## src/rtl/cfg_pwm.sv

```systemverilog
module cfg_pwm #(
  parameter int CW   = 16,
  parameter int DW   = 8,
  parameter int NPRE = 11
) (
  input  logic          clk,
  input  logic          rst_n,
  input  logic          en,
  input  logic [3:0]    src_sel,
  input  logic [DW-1:0] div_a,
  input  logic [DW-1:0] div_b,
  input  logic [CW-1:0] period,
  input  logic [CW-1:0] duty,
  input  logic          pol,
  input  logic          center,
  output logic          pwm_out,
  output logic          period_done
);
  localparam int PW = NPRE - 1;

  logic [PW-1:0] pre;
  logic [DW-1:0] ca, cb;
  logic [CW-1:0] cnt, per_q, dq;
  logic          run, dn, pq, cq, done_q;

  logic [PW:0]   pmask;
  logic          tick_pre, tick_a, tick_b, tick, last_up, wrap, lvl;
  logic [CW-1:0] pe;

  assign pmask    = ((PW+1)'(1) << src_sel) - (PW+1)'(1);
  assign tick_pre = &(pre | ~pmask[PW-1:0]);
  assign tick_a   = (div_a != '0) && (ca == div_a - DW'(1));
  assign tick_b   = (div_b != '0) && (cb == div_b - DW'(1));

  always_comb begin
    if (src_sel < 4'(NPRE))           tick = tick_pre;
    else if (src_sel == 4'(NPRE))     tick = tick_a;
    else if (src_sel == 4'(NPRE + 1)) tick = tick_b;
    else                              tick = 1'b0;
  end

  assign pe      = (per_q == '0) ? CW'(1) : per_q;
  assign last_up = (cnt == pe - CW'(1));
  assign wrap    = tick && (cq ? (dn && cnt == CW'(1)) : last_up);
  assign lvl     = dn ? (cnt <= dq) : (cnt < dq);

  assign pwm_out     = run ? (lvl ? pq : ~pq) : pq;
  assign period_done = done_q;

  always_ff @(posedge clk) begin
    if (!rst_n) begin
      run <= 1'b0; pre <= '0; ca <= '0; cb <= '0;
      cnt <= '0; dn <= 1'b0; done_q <= 1'b0;
      per_q <= '0; dq <= '0; pq <= 1'b0; cq <= 1'b0;
    end else if (!en || !run) begin
      run <= en; pre <= '0; ca <= '0; cb <= '0;
      cnt <= '0; dn <= 1'b0; done_q <= 1'b0;
      per_q <= period; dq <= duty; pq <= pol; cq <= center;
    end else begin
      pre    <= pre + PW'(1);
      ca     <= (div_a == '0 || tick_a) ? '0 : ca + DW'(1);
      cb     <= (div_b == '0 || tick_b) ? '0 : cb + DW'(1);
      done_q <= wrap;
      if (wrap) begin
        cnt <= '0; dn <= 1'b0;
        per_q <= period; dq <= duty; pq <= pol; cq <= center;
      end else if (tick) begin
        if (!cq) begin
          cnt <= cnt + CW'(1);
        end else if (!dn) begin
          cnt <= cnt + CW'(1);
          dn  <= last_up;
        end else begin
          cnt <= cnt - CW'(1);
        end
      end
    end
  end
endmodule

```

## config.mk

```make
export PLATFORM = sky130hd
export DESIGN_NAME = cfg_pwm
export DESIGN_NICKNAME = d
export VERILOG_FILES = /design/src/rtl/cfg_pwm.sv
export SDC_FILE = /design/constraint.sdc
export NUM_CORES = 1
export LEC_CHECK = 0
export ABC_AREA = 1
export BUFFER_PORTS_ARGS = -buffer_cell sky130_fd_sc_hd__buf_2
export CELL_PAD_IN_SITES_DETAIL_PLACEMENT = 1
export CELL_PAD_IN_SITES_GLOBAL_PLACEMENT = 1
export CORE_MARGIN = 2
export CORE_UTILIZATION = 38
export DETAILED_ROUTE_END_ITERATION = 6
export PLACE_DENSITY = 0.8
export SETUP_SLACK_MARGIN = 0.05
export SLEW_MARGIN = 10
export SYNTH_ARGS = -nofsm -noshare
export SYNTH_HDL_FRONTEND = slang
export SYNTH_SLANG_ARGS = --single-unit
```

## constraint.sdc

```tcl
create_clock -name clk -period 2.6 [get_ports clk]
set_clock_uncertainty 0.05 [all_clocks]
set_input_delay 0.13 -clock clk [delete_from_list [all_inputs] [get_ports clk]]
set_output_delay 0.13 -clock clk [all_outputs]
set_load 0.01 [all_outputs]
```

Yosys cells after proc, flatten, opt, wreduce, memory -nomap -nowiden
Index checks and enable logic that the tools add are counted.

Reduce and logical (&&, ||, !) cells: 21. Shifts and indexed selects: 1. Muxes and demuxes: 19. Equal/unequal tests: 6. Bitwise logic cells: 4. $lt $le $gt $ge: 3. Add/subtract/negate cells: 9.

Operators with widths (number): $mux 16 (7); $sub 16x1->16 const B (2); $add 16x1->16 const B (1); $add 8x1->8 const B (2); $eq 16x1->1 const B (1); $eq 16x16->1 (1); $eq 8x8->1 (2); $le 16x16->1 (1); $logic_not 16->1 (1); $logic_not 8->1 (2); $lt 16x16->1 (1); $reduce_bool 8->1 (2); $sub 8x1->8 const B (2); $mux 1 (12); $add 10x1->10 const B (1); $not 10->10 (1); $or 10x10->10 (1); $reduce_and 10->1 (1); $shl 1x4->10 const A (1); $sub 10x2->10 const B (1); $reduce_or 3->1 (3); $eq 4x4->1 const B (2); $logic_and 1x1->1 (4); $lt 4x4->1 const B (1); 6 further kinds (10).

Output and inout bits: 2. Bits in registers: 79. Input bits: 57.

Depth between registers and ports, before layout
Gate-level depths: netlist of run 1.

Depth after elaboration: 9. Depth in mapped cells: 23. Gate-level depth less buffers: 22.

Worst setup path before layout of run 1
Ideal clock, no wire load.

Path kind: register -> register. Start: register per_q[8]. End: register dq[10]. Data arrival time: 2.582 ns. Setup time: 0.113 ns. Path buffers: 2. Cell stages (with the launch flop): 24. Clock period less this slack: 2.746 ns. Setup slack: -0.146 ns. Path through: dfxtp_1 nor2_2 nand2_1 nor2_4 nand2_4 nand2_2 inv_1 ha_1 nand2_1 inv_1 nand2_1 nand2_1 nand2_1 nand2_1 nor2_1 nand3_1 nor2_1 nand3_1 nand2_2 nand2_4 buf_6 buf_8 a21oi_2 nor2_1.

Cells in the longest elaborated chain, start to end: 7.

Ends and longest elaborated chain: start: declaration (RTL line 23) `logic [CW-1:0] cnt, per_q, dq;`; start signal: assignment (RTL line 58) `per_q <= period; dq <= duty; pq <= pol; cq <= center;`; start signal: assignment (RTL line 66) `per_q <= period; dq <= duty; pq <= pol; cq <= center;`; $logic_not 16->1 (RTL line 42) `assign pe = (per_q == '0) ? CW'(1) : per_q;`; $mux 16 (*) (RTL line 42); $sub 16x1->16 (*) (RTL line 43) `assign last_up = (cnt == pe - CW'(1));`; $eq 16x16->1 (*) (RTL line 43); $mux 1 (*) (RTL line 44) `assign wrap = tick && (cq ? (dn && cnt == CW'(1)) : last_up);`; $logic_and 1x1->1 (*) (RTL line 44); $reduce_bool 2->1 (no source line) (*); end signal: assignment (RTL line 58); end signal: assignment (RTL line 66); end: declaration (RTL line 23).

Every way passes the cells marked *; elsewhere a longest branch is shown, timed or not. A chain may end at the register's enable or synchronous reset.

Final worst setup path of run 1
Start: register per_q[11]. End: register cq.

Cells in the longest elaborated chain, start to end: 7.

Ends and longest elaborated chain: $logic_not 16->1 (RTL line 42); $mux 16 (*) (RTL line 42); $sub 16x1->16 (*) (RTL line 43); $eq 16x16->1 (*) (RTL line 43); $mux 1 (*) (RTL line 44); $logic_and 1x1->1 (*) (RTL line 44); $reduce_bool 2->1 (no source line) (*); end signal: assignment (RTL line 58); end signal: assignment (RTL line 66); end: declaration (RTL line 24) `logic run, dn, pq, cq, done_q;`.

Marked as above.

==> run metrics, run 1 <==
Pleak 3.620 nW; crit path cell chain nor2_2, nand2_2, nor2_4, nand2_4, nand2_4, inv_4, ha_4, buf_4, nand2_1, nand2_1, nand3_1, nand2_2, nor2_1, nand3_1, nor2_2, nand3_2, nand2_4, buf_6, nand2_8, buf_6, nand3_2, nand2_1, nor2_1; die width 129.9 um; CP top delay family simple AND/OR/NAND/NOR gates; Clock Tree Root clkbuf_16; ys async rst share 0%; total power 3.487 mW; fin cells 1324; status finished, violations left; max incr delay on CP 0.34 ns; Area Overhead vs Synth 37.73%; layout cells sized above 1 27.17%; Crit Path Class register to register; Cell Rows 46; # H-tree levels 3; critical path launch point type register; Main synth FF type dfxtp_1; remaining antenna violation count 0; metal3 WL 1870 um; Via Count 7437; Final setup viols 53; Max Cap Violations 0; min cycle time layout 3.305 ns; first-pass GRT wire length 36850 um; critical path launch point per_q[11]$_SDFFE_PN0P_; Global Route Usage Sum 28.08%; Seq/Total Area, Yosys 26.25%; final hold vios 0; Worst VDD drop 385.0 uV; Hold Path Class primary input to register; setup_tns -28.64 ns; Net count, final 1188; Final Cycle Share 127.1%; count leader, synth nand2_1; final wirelength 28510 um; crit path setup slack, layout -0.7049 ns; DR iter-0 viols 566; TritonCTS clock tree built; relative slew slack 37.01%; WP buf/inv 4; DRC 0; CP Capture Type register; Critical Path Sink cq$_SDFFE_PN0P_; initial antenna violation count 0; M1 wire length 10460 um; Initial Utilization 38.35%; flops & latches, synth 79; Max Slew Vio Count 0; RSZ-0062 raised after global routing true; number of CTS-inserted buffers 9; Crit-path slowest cell dfxtp_2; final weighted congestion in routability-driven placement 0.9048; Worst-path clk slew 0.07 ns; clock tree buffer depth 2; post-synth top area share 26.25%; average wire per standard cell 21.53 um; Via density 5.617; DP Wirelength 13910 um; Synth top cells by count nand2_1, nor2_1, inv_1; Vert. Die Dim 129.9 um; die area 16880 sq um; diodes inserted 0; failing checks negative setup slack; placed cells 1242; Synth area leaders dfxtp_1, nand2_1, nand3_1, nor2_1, inv_1; Mapped Cells 946; post-synth net total 1031; EDFF count, synth 0; Worst Path Max Fanout 6; PwrDens 420.1 nW/um^2; Critical Path AT 3.53 ns; largest net degree at the start of global routing 71; DR WL met2 13800 um; port buffer count 58; final core occ 52.82%; Core Area 15710 sq um; dpl cell area 6913 sq um; post-synth top area cell dfxtp_1; First-pass DRT Iterations 5; vias in the first global route 7260; fmax 302.6 MHz; Yosys cell types 45; top routing layer in use met4; aggregate global routing overflow 0; Clock Sinks 79; measured slew at the worst slew-check pin 0.9448 ns; mapped cell area 6026 sq um; R2R Setup Slk -0.70 ns; Worst Path Required 2.82 ns; r2r worst-path depth 23; FF-to-FF Start per_q[11]$_SDFFE_PN0P_; Avg Inst Size Synth 6.370 sq um; critical path depth 23; Worst-Skew Late Latency 0.36 ns; Ports 59; final instance area 8299 sq um; number of fill cells 2008; YS warnings 0; RR Endpoint cq$_SDFFE_PN0P_
## worst reg2reg max path: stages, from the launching register on
cell     delay (ns)
dfxtp_2        0.34
nor2_2         0.17
nand2_2        0.11
nor2_4         0.15
nand2_4        0.08
nand2_4        0.07
inv_4          0.05
ha_4           0.21
buf_4          0.17
nand2_1        0.08
nand2_1        0.06
nand3_1        0.10
nand2_2        0.09
nor2_1         0.20
nand3_1        0.12
nor2_2         0.15
nand3_2        0.12
nand2_4        0.16
buf_6          0.15
nand2_8        0.08
buf_6          0.15
nand3_2        0.07
nand2_1        0.06
nor2_1         0.22
## power breakdown
part,total [mW],switching [mW],internal (mW)
clock,1.40,0.562,0.840
combinational,0.802,0.492,0.310
sequential,1.28,0.0352,1.25
## state kept, by name, indices dropped and copies added, names as in the netlist, 8 cells and up
register and cells:
cnt 16, per_q 16, ca 8, cb 8
dq 16, pre 10
## metrics by stage
step                hold slack (ns)  setup WS, ns
floorplan                    0.1735      0.005439
global placement             0.2741      -0.04327
detailed placement           0.2874       -0.1241
CTS                          0.2806      -0.05936
global route                 0.3337       -0.7043
finish                       0.3232       -0.7049
## cells in the final DEF, fill, tap and decap left out, types with 4 or more instances in the layout
master         count
a21oi_1           43
a21oi_2           29
buf_2             58
buf_4             71
buf_6              4
clkbuf_16         12
dfxtp_1           49
dfxtp_2           25
dfxtp_4            5
dlygate4sd3_1     35
ha_1              25
inv_1            109
nand2_1          192
nand2_2           17
nand2_4            5
nand3_1           88
nand3_2           13
nand4_1           20
nor2_1           108
nor2_2            17
nor2_4            13
nor3_1            20
nor3b_1            4
o21ai_0           31
o21ai_1            4
xnor2_1           17
xor2_1            39
## worst min-delay path by stage
stage           from                      to  slack (ns)  cells after the start
2_1_floorplan     en        run$_SDFFE_PN0P_        0.17                      2
3_3_place_gp      en        run$_SDFFE_PN0P_        0.27                      3
3_5_place_dp      en        run$_SDFFE_PN0P_        0.29                      3
4_1_cts        rst_n   per_q[3]$_SDFFE_PN0P_        0.28                      4
5_1_grt        rst_n       pre[1]$_SDFF_PP0_        0.33                      3
6_report       rst_n  per_q[15]$_SDFFE_PN0P_        0.32                      4
## cell type report
cell class                 instances  area [sq um]  share of cell area, %
sequential                        79          1632                  19.66
tap                              216         270.3                  3.256
inverter                         117         450.4                  5.427
clock buffer                      12         236.5                  2.849
multi-input combinational        721          4259                  51.32
timing repair buffer             175          1381                  16.64
clock inverter                     4         70.07                 0.8443
## repair_timing
| action | 4_1_cts | 5_1_grt |
|---|---|---|
| hold buffers | 35 | 0 |
| buffers inserted | 10 | 14 |
| gates resized for setup | 50 | 74 |
| pin swaps | 29 | 40 |
| endpoints found under the setup margin | 53 | 53 |
| endpoints found under the hold margin | 35 | 0 |
| cloned | 3 | 4 |
## kinds of logic (layout without fill, tap and decap cells)
family	count (synthesis)	in the layout	synth area share (%)
and+or+nand+nor	509	512	37.21
DFF	79	79	26.25
buffers and inverters	149	308	10.15
adders and majority gates	28	28	5.814
AOI/OAI and AO/OA	121	121	11.86
xor gates and xnor gates	60	60	8.721
## per-layer routing
metal  vias to the layer above  global-route usage (%)
met5                         -                       0
met4                         0                   15.50
met3                       161                   4.633
met2                       379                   49.71
met1                      3519                   32.22
li1                       3378                       -
Power figures use the tool's default switching activity.
==> inputs of run 2 (changes only) <==
--- a/config.mk
+++ b/config.mk
@@ -14,4 +14,5 @@
 export DETAILED_ROUTE_END_ITERATION = 6
 export PLACE_DENSITY = 0.8
+export REMOVE_ABC_BUFFERS = 1
 export SETUP_SLACK_MARGIN = 0.05
 export SLEW_MARGIN = 10
==> constraint.sdc (replaced) <==
create_clock -name clk -period 2.6 [get_ports clk]
set_clock_uncertainty 0.05 [all_clocks]
set_input_delay 0.52 -clock clk [delete_from_list [all_inputs] [get_ports clk]]
set_output_delay 0.52 -clock clk [all_outputs]
set_load 0.01 [all_outputs]
==> run 2 against run 1 <==
Effect of this change:
- critical path type unchanged
- the flow still finishes with violations (negative setup slack)
- highest routed layer unchanged
- largest cell class unchanged
- sequential power barely moved
- die area is the same
- sequential cell count is the same
==> run metrics, run 2 (same netlist as run 1, synthesis figures left out) <==
dpl cell area 7072 sq um; Max Cap Violations 0; Worst Path Max Fanout 13; relative slew slack 36.50%; most common cell after layout, fill and taps aside nand2_1; Area Overhead vs Synth 39.22%; Initial Utilization 38.35%; total power 3.423 mW; port buffer count 58; Ports 59; crit path setup slack, layout -0.5405 ns; fmax 318.4 MHz; largest net degree at the start of global routing 56; Vert. Die Dim 129.9 um; PwrDens 408.0 nW/um^2; final wirelength 29360 um; Net count, final 1183; measured slew at the worst slew-check pin 0.9525 ns; Critical Path AT 3.35 ns; commonest cells after routing, fill and taps aside nand2_1, inv_1, nor2_1; CP most frequent cell nand2_4; Worst VDD drop 430.8 uV; Global Route Usage Sum 27.14%; DR iter-0 viols 656; Worst-path clk slew 0.07 ns; crit path cell chain nor2_4, nand2_2, nor2_4, nand2_4, nand2_4, inv_2, ha_4, xor2_2, xor2_1, nand2_1, nor2_2, nand3_1, nor2_2, nand3_2, nand2_4, nand2_8, buf_12, nand3_1, nand2_1, nor2_1; first-pass GRT wire length 35940 um; Worst Path Required 2.81 ns; DRC 0; max incr delay on CP 0.35 ns; Clock Tree Root clkbuf_16; number of CTS-inserted buffers 9; failing checks negative setup slack; Via density 5.759; final instance area 8389 sq um; remaining antenna violation count 0; aggregate global routing overflow 0; DP Wirelength 15240 um; final hold vios 0; die area 16880 sq um; Pleak 3.604 nW; Clock Sinks 79; Core Area 15710 sq um; WP buf/inv 2; Crit Path Class register to register; Crit-path slowest cell dfxtp_2; Worst-Skew Late Latency 0.36 ns; initial antenna violation count 0; TritonCTS clock tree built; vias in the first global route 7259; min cycle time layout 3.140 ns; clock tree buffer depth 2; layout cells sized above 1 33.39%; pre-CTS WS -0.3591 ns; Hold Path Class primary input to register; RSZ-0062 raised after global routing true; critical path launch point type register; Final Cycle Share 120.8%; Cell Rows 46; # H-tree levels 3; biggest registers after layout cnt (16), dq (16), per_q (16); Max Slew Vio Count 0; CP Capture Type register; CP top delay family simple AND/OR/NAND/NOR gates; cts hold-fix bufs 0; die width 129.9 um; Via Count 7591; First-pass DRT Iterations 5; Final setup viols 53; final weighted congestion in routability-driven placement 0.9822; average wire per standard cell 22.27 um; status finished, violations left; diodes inserted 0
[run 2: cell count changes in the layout (fill, tap and decap cells not counted), sizes merged]
| cell | delta |
|---|---|
| clkbuf | -1 |
| bufinv | -2 |
| nand3 | +1 |
| nand2 | -1 |
| clkinv | -1 |
| buf | +31 |
| dlygate4sd3 | -35 |
| inv | +2 |
[run 2: worst register-to-register path, cell delays in order (launching register included)]
cell and delay [ns]:
dfxtp_2 0.35, nor2_4 0.14, nand2_2 0.10, nor2_4 0.12
nand2_4 0.08, nand2_4 0.07, inv_2 0.05, ha_4 0.19
xor2_2 0.21, xor2_1 0.25, nand2_1 0.11, nor2_2 0.14
nand3_1 0.12, nor2_2 0.16, nand3_2 0.12, nand2_4 0.14
nand2_8 0.13, buf_12 0.19, nand3_1 0.07, nand2_1 0.06
nor2_1 0.19
[run 2: path summary, 6_finish.rpt]
kind / start / cells after the start / endpoint / slack (ns)
max: per_q[4]$_SDFFE_PN0P_ / 20 / dq[13]$_SDFFE_PN0P_ / -0.54
min: duty[4] / 3 / dq[4]$_SDFFE_PN0P_ / 0.34
max reg2reg: per_q[4]$_SDFFE_PN0P_ / 20 / dq[13]$_SDFFE_PN0P_ / -0.54
min reg2reg: cb[0]$_SDFF_PP0_ / 1 / cb[0]$_SDFF_PP0_ / 0.44
[run 2: area by class of cell]
cell class | count | area (sq um)
timing repair buffer | 170 | 1256
multi-input combinational | 721 | 4517
inverter | 117 | 444.2
tap | 216 | 270.3
clock buffer | 12 | 266.5
clock inverter | 3 | 25.02
sequential | 79 | 1610
fill | 1998 | 7323
[run 2: per-layer routing]
layer / vias to the layer above / share of wire, % / global-route usage [%]
met1: 3614 / 37 / 32.75
met2: 438 / 49 / 46.35
li1: 3378 / - / -
met4: 0 / 6.9 / 14.36
met3: 161 / 7.3 / 4.469
met5: - / 0 / 0
[run 2: power breakdown]
part / internal, mW / switching, mW
combinational: 0.317 / 0.494
sequential: 1.25 / 0.0333
clock: 0.728 / 0.602
[run 2: through the flow]
step | hold slack (ns) | setup TNS (ns) | instances | util, %
6_report | 0.3373 | -22.53 | 1318 | 53.39
5_1_grt | 0.3500 | -24.99 | 1318 | 53.39
4_1_cts | 0.3188 | -1.380 | 1307 | 49.04
3_3_place_gp | 0.3938 | -8.952 | 1274 | 45.01
3_5_place_dp | 0.4090 | -13.79 | 1274 | 45.01
2_1_floorplan | 0.3797 | -15.68 | 914 | -
[run 2: timing repair]
action,4_1_cts,5_1_grt
cloned,2,5
pin swaps,28,58
setup endpoints to repair,53,53
resized for setup,62,129
setup buffers,16,10
